File: config.mk
export PLATFORM = sky130hd
export DESIGN_NAME = gpio_atomic_port
export DESIGN_NICKNAME = d
export VERILOG_FILES = /design/src/rtl/gpio_pkg.sv /design/src/rtl/gpio_bus_decode.sv /design/src/rtl/gpio_in_sync.sv /design/src/rtl/gpio_out_reg.sv /design/src/rtl/gpio_atomic_port.sv
export SDC_FILE = /design/constraint.sdc
export NUM_CORES = 1
export LEC_CHECK = 0
export BUFFER_PORTS_ARGS = -buffer_cell sky130_fd_sc_hd__buf_2
export CAP_MARGIN = 20
export CORE_MARGIN = 10
export CORE_UTILIZATION = 47
export DETAILED_ROUTE_END_ITERATION = 16
export PLACE_DENSITY = 0.81
export SLEW_MARGIN = 20
export SYNTH_ARGS = -nofsm -noshare
export SYNTH_HDL_FRONTEND = slang
export SYNTH_SLANG_ARGS = --single-unit
File: constraint.sdc
create_clock -name clk -period 1.96 [get_ports clk]
set_input_delay 0.098 -clock clk [delete_from_list [all_inputs] [get_ports clk]]
set_output_delay 0.098 -clock clk [all_outputs]
set_load 0.01 [all_outputs]
File: src/rtl/gpio_pkg.sv
package gpio_pkg;
  typedef enum logic [2:0] {
    OP_NONE,
    OP_DATA,
    OP_BSR,
    OP_SET,
    OP_CLR,
    OP_TGL
  } gpio_op_t;

  typedef enum logic [1:0] {
    RD_ZERO,
    RD_DATA,
    RD_PINS
  } gpio_rsel_t;

  localparam int unsigned IDX_DATA = 0;
  localparam int unsigned IDX_PINS = 1;
  localparam int unsigned IDX_BSR  = 2;
  localparam int unsigned IDX_SET  = 3;
  localparam int unsigned IDX_CLR  = 4;
  localparam int unsigned IDX_TGL  = 5;
endpackage

File: src/rtl/gpio_bus_decode.sv
module gpio_bus_decode
  import gpio_pkg::*;
#(
  parameter int AW = 5,
  parameter int DW = 32
) (
  input  logic          bus_en,
  input  logic          bus_we,
  input  logic [AW-1:0] bus_addr,
  input  logic [DW/8-1:0] bus_be,
  output gpio_op_t      wr_op,
  output gpio_rsel_t    rd_sel,
  output logic          rd_en,
  output logic [DW-1:0] lane_mask
);
  localparam int LANES = DW / 8;
  localparam int IW    = AW - 2;

  logic          aligned;
  logic [IW-1:0] widx;

  assign aligned = (bus_addr[1:0] == 2'b00);
  assign widx    = bus_addr[AW-1:2];
  assign rd_en   = bus_en && !bus_we;

  // expand byte strobes into a bit mask
  for (genvar k = 0; k < LANES; k++) begin : g_lane
    assign lane_mask[8*k +: 8] = {8{bus_be[k]}};
  end

  always_comb begin
    wr_op = OP_NONE;
    if (bus_en && bus_we && aligned) begin
      case (widx)
        IW'(IDX_DATA): wr_op = OP_DATA;
        IW'(IDX_PINS): wr_op = OP_TGL;
        IW'(IDX_BSR):  wr_op = OP_BSR;
        IW'(IDX_SET):  wr_op = OP_SET;
        IW'(IDX_CLR):  wr_op = OP_CLR;
        IW'(IDX_TGL):  wr_op = OP_TGL;
        default:       wr_op = OP_NONE;
      endcase
    end
  end

  always_comb begin
    rd_sel = RD_ZERO;
    if (aligned) begin
      if (widx == IW'(IDX_DATA)) rd_sel = RD_DATA;
      else if (widx == IW'(IDX_PINS)) rd_sel = RD_PINS;
    end
  end

  // no write op is decoded for a misaligned address
  always_comb begin
    a_unaligned_r11 : assert (aligned || !bus_en || wr_op == OP_NONE);
  end
endmodule

File: src/rtl/gpio_in_sync.sv
module gpio_in_sync #(
  parameter int NPINS  = 16,
  parameter int STAGES = 2
) (
  input  logic             clk,
  input  logic             rst,
  input  logic [NPINS-1:0] async_in,
  output logic [NPINS-1:0] sync_out
);
  logic [NPINS-1:0] chain [STAGES];

  for (genvar s = 0; s < STAGES; s++) begin : g_stage
    if (s == 0) begin : g_first
      always_ff @(posedge clk) begin
        if (rst) chain[s] <= '0;
        else     chain[s] <= async_in;
      end
    end else begin : g_next
      always_ff @(posedge clk) begin
        if (rst) chain[s] <= '0;
        else     chain[s] <= chain[s-1];
      end
    end
  end

  assign sync_out = chain[STAGES-1];
endmodule

File: src/rtl/gpio_out_reg.sv
module gpio_out_reg
  import gpio_pkg::*;
#(
  parameter int NPINS = 16,
  parameter int DW    = 32
) (
  input  logic             clk,
  input  logic             rst,
  input  gpio_op_t         op,
  input  logic [DW-1:0]    wdata,
  input  logic [DW-1:0]    lane_mask,
  output logic [NPINS-1:0] odr_q
);
  localparam int HALF = DW / 2;

  logic [NPINS-1:0] lo_bits;
  logic [NPINS-1:0] hi_bits;
  logic [NPINS-1:0] odr_d;

  assign lo_bits = wdata[NPINS-1:0] & lane_mask[NPINS-1:0];
  assign hi_bits = wdata[HALF+NPINS-1:HALF] & lane_mask[HALF+NPINS-1:HALF];

  always_comb begin
    odr_d = odr_q;
    case (op)
      OP_DATA: odr_d = (odr_q & ~lane_mask[NPINS-1:0]) | lo_bits;
      OP_BSR:  odr_d = (odr_q & ~hi_bits) | lo_bits;
      OP_SET:  odr_d = odr_q | lo_bits;
      OP_CLR:  odr_d = odr_q & ~lo_bits;
      OP_TGL:  odr_d = odr_q ^ lo_bits;
      default: odr_d = odr_q;
    endcase
  end

  always_ff @(posedge clk) begin
    if (rst) odr_q <= '0;
    else     odr_q <= odr_d;
  end

  p_set_r3 : assert property (@(posedge clk) disable iff (rst)
    (!$past(rst) && $past(op) == OP_SET) |-> ((odr_q & $past(lo_bits)) == $past(lo_bits)));

  p_clr_r4 : assert property (@(posedge clk) disable iff (rst)
    (!$past(rst) && $past(op) == OP_CLR) |-> ((odr_q & $past(lo_bits)) == '0));

  p_tgl_r5 : assert property (@(posedge clk) disable iff (rst)
    (!$past(rst) && $past(op) == OP_TGL) |-> (odr_q == ($past(odr_q) ^ $past(lo_bits))));

  p_bsr_keep_r6 : assert property (@(posedge clk) disable iff (rst)
    (!$past(rst) && $past(op) == OP_BSR) |->
      (((odr_q ^ $past(odr_q)) & ~($past(lo_bits) | $past(hi_bits))) == '0));

  p_bsr_prio_r7 : assert property (@(posedge clk) disable iff (rst)
    (!$past(rst) && $past(op) == OP_BSR) |-> ((odr_q & $past(lo_bits)) == $past(lo_bits)));

  p_idle_hold_r11 : assert property (@(posedge clk) disable iff (rst)
    (!$past(rst) && $past(op) == OP_NONE) |-> $stable(odr_q));
endmodule

File: src/rtl/gpio_atomic_port.sv
module gpio_atomic_port
  import gpio_pkg::*;
#(
  parameter int NPINS       = 16,
  parameter int AW          = 5,
  parameter int DW          = 32,
  parameter int SYNC_STAGES = 2
) (
  input  logic             clk,
  input  logic             rst,
  input  logic             bus_en,
  input  logic             bus_we,
  input  logic [AW-1:0]    bus_addr,
  input  logic [DW-1:0]    bus_wdata,
  input  logic [DW/8-1:0]  bus_be,
  output logic [DW-1:0]    rd_data,
  input  logic [NPINS-1:0] pin_in,
  output logic [NPINS-1:0] pin_out
);
  gpio_op_t         wr_op;
  gpio_rsel_t       rd_sel;
  logic             rd_en;
  logic [DW-1:0]    lane_mask;
  logic [NPINS-1:0] odr_q;
  logic [NPINS-1:0] pins_sync;

  gpio_bus_decode #(.AW(AW), .DW(DW)) u_dec (
    .bus_en   (bus_en),
    .bus_we   (bus_we),
    .bus_addr (bus_addr),
    .bus_be   (bus_be),
    .wr_op    (wr_op),
    .rd_sel   (rd_sel),
    .rd_en    (rd_en),
    .lane_mask(lane_mask)
  );

  gpio_out_reg #(.NPINS(NPINS), .DW(DW)) u_odr (
    .clk      (clk),
    .rst      (rst),
    .op       (wr_op),
    .wdata    (bus_wdata),
    .lane_mask(lane_mask),
    .odr_q    (odr_q)
  );

  gpio_in_sync #(.NPINS(NPINS), .STAGES(SYNC_STAGES)) u_sync (
    .clk     (clk),
    .rst     (rst),
    .async_in(pin_in),
    .sync_out(pins_sync)
  );

  assign pin_out = odr_q;

  always_ff @(posedge clk) begin
    if (rst) begin
      rd_data <= '0;
    end else if (rd_en) begin
      case (rd_sel)
        RD_DATA: rd_data <= DW'(odr_q);
        RD_PINS: rd_data <= DW'(pins_sync);
        default: rd_data <= '0;
      endcase
    end
  end

  p_hi_zero_r10 : assert property (@(posedge clk) disable iff (rst)
    rd_data[DW-1:NPINS] == '0);

  p_rd_hold_r12 : assert property (@(posedge clk) disable iff (rst)
    (!$past(rst) && !$past(rd_en)) |-> $stable(rd_data));
endmodule

## Word level (Yosys, flattened, before mapping)

Memories as Yosys holds them, arrays and structs flattened.
Index checks and enable logic that the tools add are counted.

| cells by class | value |
|---|---|
| eq/ne operators | 12 |
| mux-type cells | 12 |
| bitwise operators | 14 |
| reduce and logical (&&, ||, !) cells | 8 |

Operator list:

| kind | number |
|---|---|
| 16-bit bitwise AND | 5 |
| 16-bit one-hot mux with 5 select lines | 1 |
| 16-bit inverter | 3 |
| 16-bit bitwise OR | 3 |
| 16-bit 2-to-1 mux | 2 |
| 16-bit one-hot mux with 2 select lines | 1 |
| 16-bit XOR | 1 |
| 3-bit one-hot mux with 5 select lines | 1 |
| 3-bit by 2-bit equality test with 1-bit output (second input constant) | 4 |
| 3-bit equality test (second input constant) | 4 |
| 3-bit by 1-bit equality test with 1-bit output (second input constant) | 2 |
| 2-bit 2-to-1 mux | 3 |
| 5-bit nonzero test | 1 |
| 1-bit logical AND | 3 |
| 3-bit logical NOT | 1 |
| 1-bit 2-to-1 mux | 3 |
| 3-bit 2-to-1 mux | 1 |
| 2-bit by 1-bit equality test with 1-bit output (second input constant) | 1 |
| 2-bit equality test (second input constant) | 1 |
| 2-bit logical NOT | 1 |
| 1-bit bitwise OR | 2 |
| 2-bit OR reduction | 1 |
| 1-bit logical NOT | 1 |

| storage, ports and cells | value |
|---|---|
| register bits | 48 |
| RAM bits | 32 |
| input bits | 61 |
| word-level logic and storage cells | 49 |
| memories kept | 1 |

Memories:

| memory | depth | width | read ports | clocked after Yosys merged registers in | write ports | RTL line | source |
|---|---|---|---|---|---|---|---|
| u_sync.chain | 2 | 16 | 2 | 0 | 2 | gpio_in_sync.sv:10 | `logic [NPINS-1:0] chain [STAGES];` |

## Logic depth before layout (Yosys ltp)

| depth | value |
|---|---|
| word-level depth | 6 |
| depth in mapped cells | 10 |

## Cells and area by module

Synthesis repeated with hierarchy kept, for this count alone.

| second synthesis, totals | value |
|---|---|
| cell total of the unflattened synthesis | 388 |
| area, all modules | 3712.3 µm² |

By module, submodules not included:

| module | instances | cells an instance | area each (µm²) | sequential area each (µm²) |
|---|---|---|---|---|
| gpio_out_reg | 1 | 199 | 1665.3 | 320.3 |
| gpio_atomic_port | 1 | 78 | 865.8 | 320.3 |
| gpio_in_sync | 1 | 67 | 863.3 | 640.6 |
| gpio_bus_decode | 1 | 44 | 317.8 | 0.0 |

## Worst setup path before layout

No wires, ideal clock.

| path | value |
|---|---|
| path type | input-to-reg |
| from | input bus_addr[4] |
| to | register rd_data[10] |
| data arrival time | 1833 ps |
| data required time | 1832 ps |
| slack | 0 ps |
| stages on the path | 9 |
| buffers on the path | 3 |
| cells stage by stage | buf_2 -> or3_1 -> or2_1 -> ha_1 -> clkbuf_1 -> clkbuf_1 -> a22o_1 -> a22oi_1 -> nor2_1 |

| on the way | value |
|---|---|
| cells in the longest elaborated chain, start to end | 6 |
| elaborated cells between the ends (all ways) | 8 |

RTL lines:

| element | RTL line | source |
|---|---|---|
| from (decl) | gpio_atomic_port.sv:13 | `input logic [AW-1:0] bus_addr,` |
| 3-bit by 1-bit equality test with 1-bit output | gpio_bus_decode.sv:50 | `else if (widx == IW'(IDX_PINS)) rd_sel = RD_PINS;` |
| 2-bit 2-to-1 mux | gpio_bus_decode.sv:50 |  |
| 2-bit 2-to-1 mux * | gpio_bus_decode.sv:49 | `if (widx == IW'(IDX_DATA)) rd_sel = RD_DATA;` |
| 2-bit 2-to-1 mux * | gpio_bus_decode.sv:48 | `if (aligned) begin` |
| 2-bit equality test or 2-bit by 1-bit equality test with 1-bit output (tied branches) | gpio_atomic_port.sv:60 | `case (rd_sel)` |
| 16-bit one-hot mux with 2 select lines * | gpio_atomic_port.sv:60 |  |
| to (signal assigned) | gpio_atomic_port.sv:61 | `RD_DATA: rd_data <= DW'(odr_q);` |
| to (signal assigned) | gpio_atomic_port.sv:62 | `RD_PINS: rd_data <= DW'(pins_sync);` |
| to (decl) | gpio_atomic_port.sv:16 | `output logic [DW-1:0] rd_data,` |

Mark *: on every way between the ends. The rest lies on a longest branch, timed or not.
A chain may end at the register's enable or synchronous reset.

## Worst setup path after layout

| path | value |
|---|---|
| from | input bus_addr[4] |
| to | register rd_data[6] |

The elaborated chain is that of the path after synthesis.

==> impl_metrics.py <==
metrics = {
    "pwr": {
        "peakVddDrop_uv": 549,
        "power_leakage_nw": 1.95,
        "powerDensity_nw_per_um2": 670,
        "p_total_mw": 2.93,
    },
    "synth": {
        "synthTopCellsByCount": "64 x dfxtp_1, 48 x nor2b_1, 32 x nand2_1, 27 x a22oi_1, 26 x nor2_1",
        "synth_most_common_cell": "dfxtp_1",
        "synth_top_area_share_pct": 35.8,
        "synth_warnings": 0,
        "yosysUniqueCellTypes": 39,
        "synth_flop_cell": "dfxtp_1",
        "syn-instance-count": 411,
        "synth.area.top_cells": "dfxtp_1 36%, nor2b_1 8.4%, ha_1 6.3%",
        "syn_area_per_cell_um2": 8.71,
        "seq_area_frac_synth_pct": 35.8,
        "netlist_area_um2": 3580,
        "ys_ff_latch": 64,
        "async_flop_share_pct": 0,
        "yosysTopAreaCell": "dfxtp_1",
        "synth_edf_count": 0,
    },
    "setup_path": {
        "reg2reg_slack_ns": 0.47,
        "worstPathArrival_ns": 1.83,
        "crit_path_end_kind": "register",
        "critical_path_class": "in2reg",
        "r2r_end": "u_odr.odr_q[3]$_SDFFE_PP0P_",
        "worstReg2RegStart": "u_odr.odr_q[3]$_SDFFE_PP0P_",
        "ff2ff_path_depth": 5,
        "path_max_fanout": 16,
        "worstSetupStartpointType": "primary input",
        "cp.required_ns": 2.18,
    },
    "layout": {
        "nNetsFinal": 583,
        "area_growth_pct": 22.4,
        "fin_cells": 608,
        "drive_gt1_share_pct": 25.9,
        "antennaDiodeCount": 0,
    },
    "sta": {
        "rsz0062_at_grt": "false",
        "setup_viol": 0,
        "skew_ns": 0.0121,
        "slew_headroom_pct": 51.6,
        "tns_ns": 0,
        "final_hold_viol_count": 0,
        "fin_worst_hold_slack_ns": 0.00288,
        "slew_violations": 0,
        "max_freq_mhz": 619,
        "period_share_pct": 82.4,
        "fin_ws_ns": 0.345,
        "worst_pin_slew_ns": 0.725,
        "period_minus_slack_ns": 1.62,
    },
    "grt": {
        "grt_max_degree": 50,
        "grt_pass1_wl_um": 17000,
        "grtUsageTotal_pct": 18.3,
        "grt_overflow": 0,
        "antenna_found_initial": 0,
        "grt_pass1_vias": 3504,
    },
    "hold_path": {
        "worstHoldPathType": "in2reg",
        "worstHoldEndpoint": "u_sync.chain[0][6]$_SDFF_PP0_",
        "hold_depth": 2,
        "worst_hold_startpoint": "pin_in[6]",
    },
    "drt": {
        "wl_um": 11000,
        "vias": 3485,
        "drtIter0Drc": 271,
        "avgRoutedWirePerCell_um": 18.1,
        "drc": 0,
        "drt.antenna.violating_nets": 0,
        "vias_per_cell": 5.73,
        "dr.pass1.iters": 5,
    },
    "clock_network": {
        "cts_buffers": 9,
        "clock-sinks": 64,
        "cts_buffer_depth": 2,
        "cts.htree.levels": 3,
        "cts_tree": "yes",
        "cts_resized": 0,
        "clk-insertion-delay-late_ns": 0.34,
        "cts_root_buf": "clkbuf_8",
        "path_clk_slew_ns": 0.07,
    },
    "run": {
        "cap_violations": 0,
    },
    "die": {
        "io_pins": 109,
        "std_cell_rows": 31,
        "coreArea_um2": 7330,
        "die_y_um": 107,
        "die-area_um2": 11500,
        "start_util_pct": 48.8,
        "dieWidth_um": 107,
    },
    "place": {
        "dp_slack_ns": -0.00600,
        "io_buffers": 92,
        "dp_hpwl_um": 7920,
        "dp.cells": 578,
        "gp_congestion": 0.879,
    },
    "run_status": {
        "status": "finished, final reports clean",
    },
}
==> what timing repair did <==
action,in CTS,in global routing
buffers inserted,0,0
hold buffers,14,0
endpoints found under the hold margin,14,0
==> per-layer routing <==
| layer | GRT usage, % | vias to the layer above | share of wire [%] |
|---|---|---|---|
| li1 | - | 1637 | - |
| met1 | 19.8 | 1657 | 39 |
| met2 | 32.5 | 164 | 51 |
| met3 | 4.43 | 27 | 6.4 |
| met4 | 9.09 | 0 | 2.9 |
| met5 | 0 | - | 0 |
==> sequential cells by signal, summed over array words and instances, names as in the netlist <==
| register | flops |
|---|---|
| u_sync.chain | 32 |
| rd_data | 16 |
| u_odr.odr_q | 16 |
==> layout by cell type (no fill, tap or decap), types with 16 or more instances in the layout <==
cell type	synthesis	routed
o21ai_0	17	17
nor2b_1	48	48
a22o_1	18	18
ha_1	18	18
inv_1	16	16
nand2_1	32	32
conb_1	1	16
nor2_1	26	26
dfxtp_1	64	64
buf_2	12	92
a22oi_1	27	27
==> power breakdown <==
part	switching (mW)	total, mW	internal [mW]
clock network	0.519	1.14	0.620
registers	0.0290	1.37	1.34
logic	0.238	0.423	0.185
total	0.786	2.93	2.15
==> critical path, stage by stage <==
cell	delay, ns
buf_2	0.10
or3_1	0.39
or2_1	0.27
ha_1	0.41
a22o_1	0.31
a22oi_1	0.18
nor2_1	0.06
==> through the flow <==
| stage | area, um2 | util (%) |
|---|---|---|
| after floorplan | 3640 | - |
| after global placement | 4040 | 55.1 |
| after detailed placement | 4040 | 55.1 |
| after CTS | 4380 | 59.8 |
| after global routing | 4380 | 59.8 |
| final | 4380 | 59.8 |
==> logic make-up (layout without fill, tap and decap cells) <==
logic type	count (synthesis)	count (layout)	share of synthesized area, %
and+or+nand+nor	139	139	20.3
AOI/OAI and AO/OA	123	123	28.0
buffers and inverters	66	149	9.54
DFF	64	64	35.8
adders and majority gates	18	18	6.29
other	1	16	0.105
==> worst max-delay path by stage <==
| stage | start | endpoint | slack [ns] | cells past startpoint |
|---|---|---|---|---|
| global route | bus_addr[4] | rd_data[6]$_SDFFE_PP0P_ | 0.22 | 7 |
| detailed placement | bus_addr[4] | rd_data[6]$_SDFFE_PP0P_ | -0.006 | 7 |
| finish | bus_addr[4] | rd_data[6]$_SDFFE_PP0P_ | 0.34 | 7 |
| global placement | bus_addr[4] | rd_data[15]$_SDFFE_PP0P_ | 0.03 | 7 |
| CTS | bus_addr[4] | rd_data[6]$_SDFFE_PP0P_ | 0.35 | 7 |
| floorplan | bus_addr[4] | rd_data[10]$_SDFFE_PP0P_ | 0.03 | 9 |
==> area by class of cell <==
type	count	area [um2]
sequential	64	1280
tap	99	124
inverter	17	63.8
timing repair buffer	116	701
multi-input combinational	296	2010
fill	647	2950
clock buffer	11	141
clock inverter	5	56.3
(Power assumes the default switching activity.)
